### src/rtl/seg_xlate_pkg.sv
package seg_xlate_pkg;

  typedef enum logic [1:0] {
    ACC_READ  = 2'd0,
    ACC_WRITE = 2'd1,
    ACC_EXEC  = 2'd2,
    ACC_RSVD  = 2'd3
  } acc_kind_e;

  typedef enum logic [1:0] {
    FLT_NONE    = 2'd0,
    FLT_LIMIT   = 2'd1,
    FLT_TYPE    = 2'd2,
    FLT_INVALID = 2'd3
  } fault_e;

endpackage

### src/rtl/seg_cache.sv
module seg_cache #(
  parameter int AW      = 32,
  parameter int NUM_SEG = 6,
  parameter int SEG_W   = $clog2(NUM_SEG)
) (
  input  logic             clk,
  input  logic             rst_n,
  input  logic             wr_en,
  input  logic [SEG_W-1:0] wr_idx,
  input  logic             wr_vld,
  input  logic             wr_code,
  input  logic             wr_rw,
  input  logic [AW-1:0]    wr_base,
  input  logic [AW-1:0]    wr_limit,
  input  logic [SEG_W-1:0] rd_idx,
  output logic             rd_vld,
  output logic             rd_code,
  output logic             rd_rw,
  output logic [AW-1:0]    rd_base,
  output logic [AW-1:0]    rd_limit
);

  logic [NUM_SEG-1:0] vld_v;
  logic [NUM_SEG-1:0] code_v;
  logic [NUM_SEG-1:0] rw_v;
  logic [AW-1:0]      base_v  [NUM_SEG];
  logic [AW-1:0]      limit_v [NUM_SEG];

  for (genvar g = 0; g < NUM_SEG; g++) begin : g_ent
    logic          sel;
    logic          vld_r;
    logic          code_r;
    logic          rw_r;
    logic [AW-1:0] base_r;
    logic [AW-1:0] limit_r;

    assign sel = wr_en && (wr_idx == SEG_W'(g));

    // valid bit carries reset; payload is enable-only storage
    always_ff @(posedge clk or negedge rst_n) begin
      if (!rst_n) begin
        vld_r <= 1'b0;
      end else if (sel) begin
        vld_r <= wr_vld;
      end
    end

    always_ff @(posedge clk) begin
      if (sel) begin
        code_r  <= wr_code;
        rw_r    <= wr_rw;
        base_r  <= wr_base;
        limit_r <= wr_limit;
      end
    end

    assign vld_v[g]   = vld_r;
    assign code_v[g]  = code_r;
    assign rw_v[g]    = rw_r;
    assign base_v[g]  = base_r;
    assign limit_v[g] = limit_r;
  end

  always_comb begin
    rd_vld   = 1'b0;
    rd_code  = 1'b0;
    rd_rw    = 1'b0;
    rd_base  = '0;
    rd_limit = '0;
    for (int i = 0; i < NUM_SEG; i++) begin
      if (rd_idx == SEG_W'(i)) begin
        rd_vld   = vld_v[i];
        rd_code  = code_v[i];
        rd_rw    = rw_v[i];
        rd_base  = base_v[i];
        rd_limit = limit_v[i];
      end
    end
  end

endmodule

### src/rtl/seg_check.sv
module seg_check
  import seg_xlate_pkg::*;
#(
  parameter int AW     = 32,
  parameter int SIZE_W = 2
) (
  input  logic              ent_vld,
  input  logic              ent_code,
  input  logic              ent_rw,
  input  logic [AW-1:0]     ent_base,
  input  logic [AW-1:0]     ent_limit,
  input  logic [1:0]        kind,
  input  logic [SIZE_W-1:0] size_m1,
  input  logic [AW-1:0]     offset,
  output logic [1:0]        fault,
  output logic [AW-1:0]     linear
);

  localparam int EW = AW + 1;

  logic          type_bad;
  logic          over_limit;
  logic [EW-1:0] last_byte;

  always_comb begin
    unique case (acc_kind_e'(kind))
      ACC_READ:  type_bad = ent_code & ~ent_rw;
      ACC_WRITE: type_bad = ent_code | ~ent_rw;
      ACC_EXEC:  type_bad = ~ent_code;
      default:   type_bad = 1'b1;
    endcase
  end

  // extra carry bit keeps the end-of-space straddle visible
  assign last_byte  = {1'b0, offset} + EW'(size_m1);
  assign over_limit = last_byte > {1'b0, ent_limit};

  always_comb begin
    fault  = FLT_NONE;
    linear = '0;
    if (!ent_vld) begin
      fault = FLT_INVALID;
    end else if (type_bad) begin
      fault = FLT_TYPE;
    end else if (over_limit) begin
      fault = FLT_LIMIT;
    end else begin
      linear = ent_base + offset;
    end
  end

endmodule

### src/rtl/seg_xlate.sv
module seg_xlate
  import seg_xlate_pkg::*;
#(
  parameter int ADDR_W  = 32,
  parameter int NUM_SEG = 6,
  parameter int SIZE_W  = 2
) (
  input  logic                       clk,
  input  logic                       rst_n,
  input  logic                       cfg_we,
  input  logic [$clog2(NUM_SEG)-1:0] cfg_idx,
  input  logic                       cfg_vld,
  input  logic                       cfg_code,
  input  logic                       cfg_rw,
  input  logic [ADDR_W-1:0]          cfg_base,
  input  logic [ADDR_W-1:0]          cfg_limit,
  input  logic                       req_valid,
  input  logic [$clog2(NUM_SEG)-1:0] req_seg,
  input  logic [1:0]                 req_kind,
  input  logic [SIZE_W-1:0]          req_size_m1,
  input  logic [ADDR_W-1:0]          req_offset,
  output logic                       rsp_valid,
  output logic [1:0]                 rsp_fault,
  output logic [ADDR_W-1:0]          rsp_linear
);

  localparam int SEG_W = $clog2(NUM_SEG);

  logic              e_vld, e_code, e_rw;
  logic [ADDR_W-1:0] e_base, e_limit;
  logic [1:0]        chk_fault;
  logic [ADDR_W-1:0] chk_linear;

  logic              vld_d,  vld_q;
  logic [1:0]        flt_d,  flt_q;
  logic [ADDR_W-1:0] lin_d,  lin_q;

  seg_cache #(
    .AW(ADDR_W), .NUM_SEG(NUM_SEG), .SEG_W(SEG_W)
  ) u_cache (
    .clk      (clk),
    .rst_n    (rst_n),
    .wr_en    (cfg_we),
    .wr_idx   (cfg_idx),
    .wr_vld   (cfg_vld),
    .wr_code  (cfg_code),
    .wr_rw    (cfg_rw),
    .wr_base  (cfg_base),
    .wr_limit (cfg_limit),
    .rd_idx   (req_seg),
    .rd_vld   (e_vld),
    .rd_code  (e_code),
    .rd_rw    (e_rw),
    .rd_base  (e_base),
    .rd_limit (e_limit)
  );

  seg_check #(
    .AW(ADDR_W), .SIZE_W(SIZE_W)
  ) u_check (
    .ent_vld   (e_vld),
    .ent_code  (e_code),
    .ent_rw    (e_rw),
    .ent_base  (e_base),
    .ent_limit (e_limit),
    .kind      (req_kind),
    .size_m1   (req_size_m1),
    .offset    (req_offset),
    .fault     (chk_fault),
    .linear    (chk_linear)
  );

  // next-state: load on request, hold otherwise
  always_comb begin
    vld_d = req_valid;
    flt_d = flt_q;
    lin_d = lin_q;
    if (req_valid) begin
      flt_d = chk_fault;
      lin_d = chk_linear;
    end
  end

  always_ff @(posedge clk or negedge rst_n) begin
    if (!rst_n) begin
      vld_q <= 1'b0;
      flt_q <= FLT_NONE;
      lin_q <= '0;
    end else begin
      vld_q <= vld_d;
      flt_q <= flt_d;
      lin_q <= lin_d;
    end
  end

  assign rsp_valid  = vld_q;
  assign rsp_fault  = flt_q;
  assign rsp_linear = lin_q;

endmodule

### config.mk
export PLATFORM = sky130hd
export DESIGN_NAME = seg_xlate
export DESIGN_NICKNAME = d
export VERILOG_FILES = /design/src/rtl/seg_xlate_pkg.sv /design/src/rtl/seg_cache.sv /design/src/rtl/seg_check.sv /design/src/rtl/seg_xlate.sv
export SDC_FILE = /design/constraint.sdc
export NUM_CORES = 1
export LEC_CHECK = 0
export ABC_AREA = 1
export BUFFER_PORTS_ARGS = -buffer_cell sky130_fd_sc_hd__buf_4
export CAP_MARGIN = 20
export CORE_UTILIZATION = 63
export DETAILED_ROUTE_END_ITERATION = 7
export MAX_ROUTING_LAYER = met4
export PLACE_DENSITY = 0.83
export SLEW_MARGIN = 20
export SYNTH_ARGS = -nofsm -noshare
export SYNTH_HDL_FRONTEND = slang
export SYNTH_HIERARCHICAL = 1
export SYNTH_SLANG_ARGS = --single-unit
export TNS_END_PERCENT = 1
### constraint.sdc
create_clock -name clk -period 5.5 [get_ports clk]
set_clock_uncertainty 0.05 [all_clocks]
set_input_delay 0.275 -clock clk [delete_from_list [all_inputs] [get_ports clk]]
set_output_delay 0.275 -clock clk [all_outputs]
set_load 0.01 [all_outputs]
==> impl_metrics.ini <==
[setup_path]
required_ns = 5.88
r2r_setup_slack_ns = 2.41
criticalPathCategory = in2reg
worst_ep_arrival_time_ns = 4.57
cp_max_fo = 70
crit_path_end_kind = register
cp-start-kind = input pin

[timing]
final_max_slew_viol_count = 0
setup_viol = 0
layout_min_cycle_time_ns = 4.19
hold_slack_ns = 0.0472
clock.fmax_mhz = 239
setup_tns_ns = 0
final.period_utilization_pct = 76.1
grt_setup_unrepaired = false
slew_headroom_pct = 25.4
final-hold-violation-count = 0
worst_pin_slew_ns = 1.12

[floorplanning]
core_mm2 = 0.0329
start_util_pct = 64.7
io_pins = 148
die_w_um = 186
die_y_um = 186
row_count = 66
dieArea_mm2 = 0.0346

[finish]
multi_input_area_mm2 = 0.00700
final_layout_size_suffix_gt1_share_pct = 12.1
post-route-util_pct = 75.5
regArea_mm2 = 0.0129
fill_cells = 2092
area_delta_synth_final_pct = 16.7
fin_nets = 2537

[clocking]
tritoncts = built
htreeDepth = 2
root_buffer = clkbuf_16
clock_path_buffers = 3
cts_setup_buffers = 0
clkLatencyLatePin_ns = 0.57
cts-buffers-inserted = 43
clkSinkCount = 437
clk_pin_slew_worst_paths_ns = 0.06

[logic_synthesis]
ys_types = 47
ys.flop_type = edfxtp_1
synth-edff-count = 396
synth_area_leaders = edfxtp_1 56%, nand2_1 11%, dfrtp_1 4.8%, inv_1 4.7%, nand4_1 4.3%
synth_top_area_cell = edfxtp_1
seq_area_frac_synth_pct = 60.6
synthArstFlopShare_pct = 9.38
synth_most_common_cell = nand2_1
synth_area_per_cell_um2 = 9.90
syn-num-nets = 2332
yosys_register_bits = 437
syn_area_mm2 = 0.0213
synthTopCellsByCount = 642 x nand2_1, 396 x edfxtp_1, 266 x inv_1, 218 x nor2_1, 147 x nand4_1
synthCells = 2152
ys_warn_count = 6
yosysTopAreaCellShare_pct = 55.8

[global_routing]
track_usage_pct = 33.3
grt_pass1_vias = 15806
gr-total-overflow = 0
antenna_found_initial = 3
grt_pass1_wl_um = 83900
grt_max_degree = 71

[routing]
viasPerCell = 5.72
vias = 16205
drtIter0Drc = 1688
drc = 0
drt_wl_total_um = 54600
drtAntennaViolNets = 0
first_pass_iters = 6
wl_per_cell_um = 19.3

[pwr]
p_total_uw = 7770
irDropWorstVdd_mv = 0.293
total_leakage_power_uw = 0.0107
power_density_mw_per_mm2 = 312

[place]
dp_hpwl_um = 35200
place.gp.congestion = 0.966
io_buffer_count = 147

[run]
maxCapViolCount = 0

[outcome]
status = complete, no violations

[hold_path]
hold_class = in2reg
[layout by cell type (no fill, tap or decap), drive strengths merged]
cell type,count
nand2,658
edfxtp,396
inv,271
nor2,245
buf,166
nand4,147
nand3,107
dlygate4sd3,68
ha,65
clkbuf,59
dfrtp,41
a21oi,41
xnor2,26
xor2,25
nor3,19
o21ai,12
clkinv,11
o21bai,6
diode,4
bufinv,4
nor3b,3
a21o,2
nand3b,2
fa,2
clkinvlp,1
and3,1
a21boi,1
mux2i,1
o31ai,1
nor4,1
o21a,1
or2,1
and2,1
a31oi,1
[where the power goes]
part	leakage [µW]	internal (µW)	switching, µW
Clock	0.000685	1730	1210
Sequential	0.00415	3750	37.9
Combinational	0.00582	351	690
Total	0.0107	5830	1940
[metal layers]
layer	vias to the layer above	global-route usage [%]	wire (µm)
met5	-	-	0
met4	0	13.5	2040
met3	161	4.64	4560
met2	896	54.1	26300
met1	7592	42.5	21700
li1	7556	-	-
[worst paths after layout]
path / start / end / depth (start not counted)
worst max-delay path: req_seg[0] / rsp_linear[13] / 23
worst min-delay path: cfg_vld / u_cache/g_ent[2].vld_r / 3
worst max register to register: u_cache/g_ent[0].limit_r[14] / rsp_linear[13] / 20
worst min register to register: rsp_fault[1] / rsp_fault[1] / 2
max in group asynchronous: rst_n / rsp_linear[21] / 2
min in group asynchronous: rst_n / rsp_linear[2] / 2
[kinds of logic (layout without fill, tap and decap cells)]
| group | Yosys count | in the layout | synth area share [%] |
|---|---|---|---|
| xor gates and xnor gates | 51 | 51 | 2.10 |
| DFF | 437 | 437 | 60.6 |
| buffers and inverters | 346 | 580 | 6.69 |
| adders and majority gates | 67 | 67 | 4.00 |
| muxes | 1 | 1 | 0.0470 |
| and+or+nand+nor | 1185 | 1185 | 24.9 |
| other | 0 | 4 | 0 |
| AOI/OAI and AO/OA | 65 | 65 | 1.66 |
[through the flow]
stage / worst slack (ns) / cells / instance area (µm²)
floorplan: 2.28 / 2152 / 21300
global placement: 1.14 / 2686 / 22800
detailed placement: 0.971 / 2686 / 22800
CTS: 1.45 / 2828 / 24900
global route: 1.05 / 2831 / 24900
finish: 1.31 / 2832 / 24900
[registers in the layout (all words and copies together) (netlist names)]
register,count
rsp_fault,2
u_cache/g_ent.vld_r,6
u_cache/g_ent.rw_r,6
rsp_linear,32
u_cache/g_ent.base_r,192
u_cache/g_ent.limit_r,192
rsp_valid,1
u_cache/g_ent.code_r,6
[layout make-up]
class                           instances  share of cell area (%)
Timing Repair Buffer                  234                    7.84
Clock inverter                         15                   0.820
Multi-Input combinational cell       1369                    28.1
Inverter                              272                    4.14
Antenna cell                            4                  0.0402
Sequential cell                       437                    51.9
Clock buffer                           59                    4.87
Tap cell                              442                    2.22
[worst max-delay path, stage by stage]
cell,delay [ns]
buf_4,0.38
nor2_4,0.98
buf_4,0.40
nand3_1,0.11
nand2_1,0.09
nor2_1,0.04
nand4_1,0.10
inv_1,0.07
ha_1,0.28
nand2_1,0.06
nor2_1,0.21
nand3_1,0.16
nor2_1,0.16
nand2_1,0.08
nand3_1,0.13
nand2_4,0.07
nand3_4,0.07
nand2_4,0.13
nand2_4,0.37
buf_12,0.21
nor2_4,0.03
nand2_1,0.07
nand2_1,0.05
[repair_timing]
action / 4_1_cts / 5_1_grt
hold buffers: 68 / 0
resized for setup: 0 / 0
hold endpoints to repair: 438 / 0
Power figures use the tool's default switching activity.
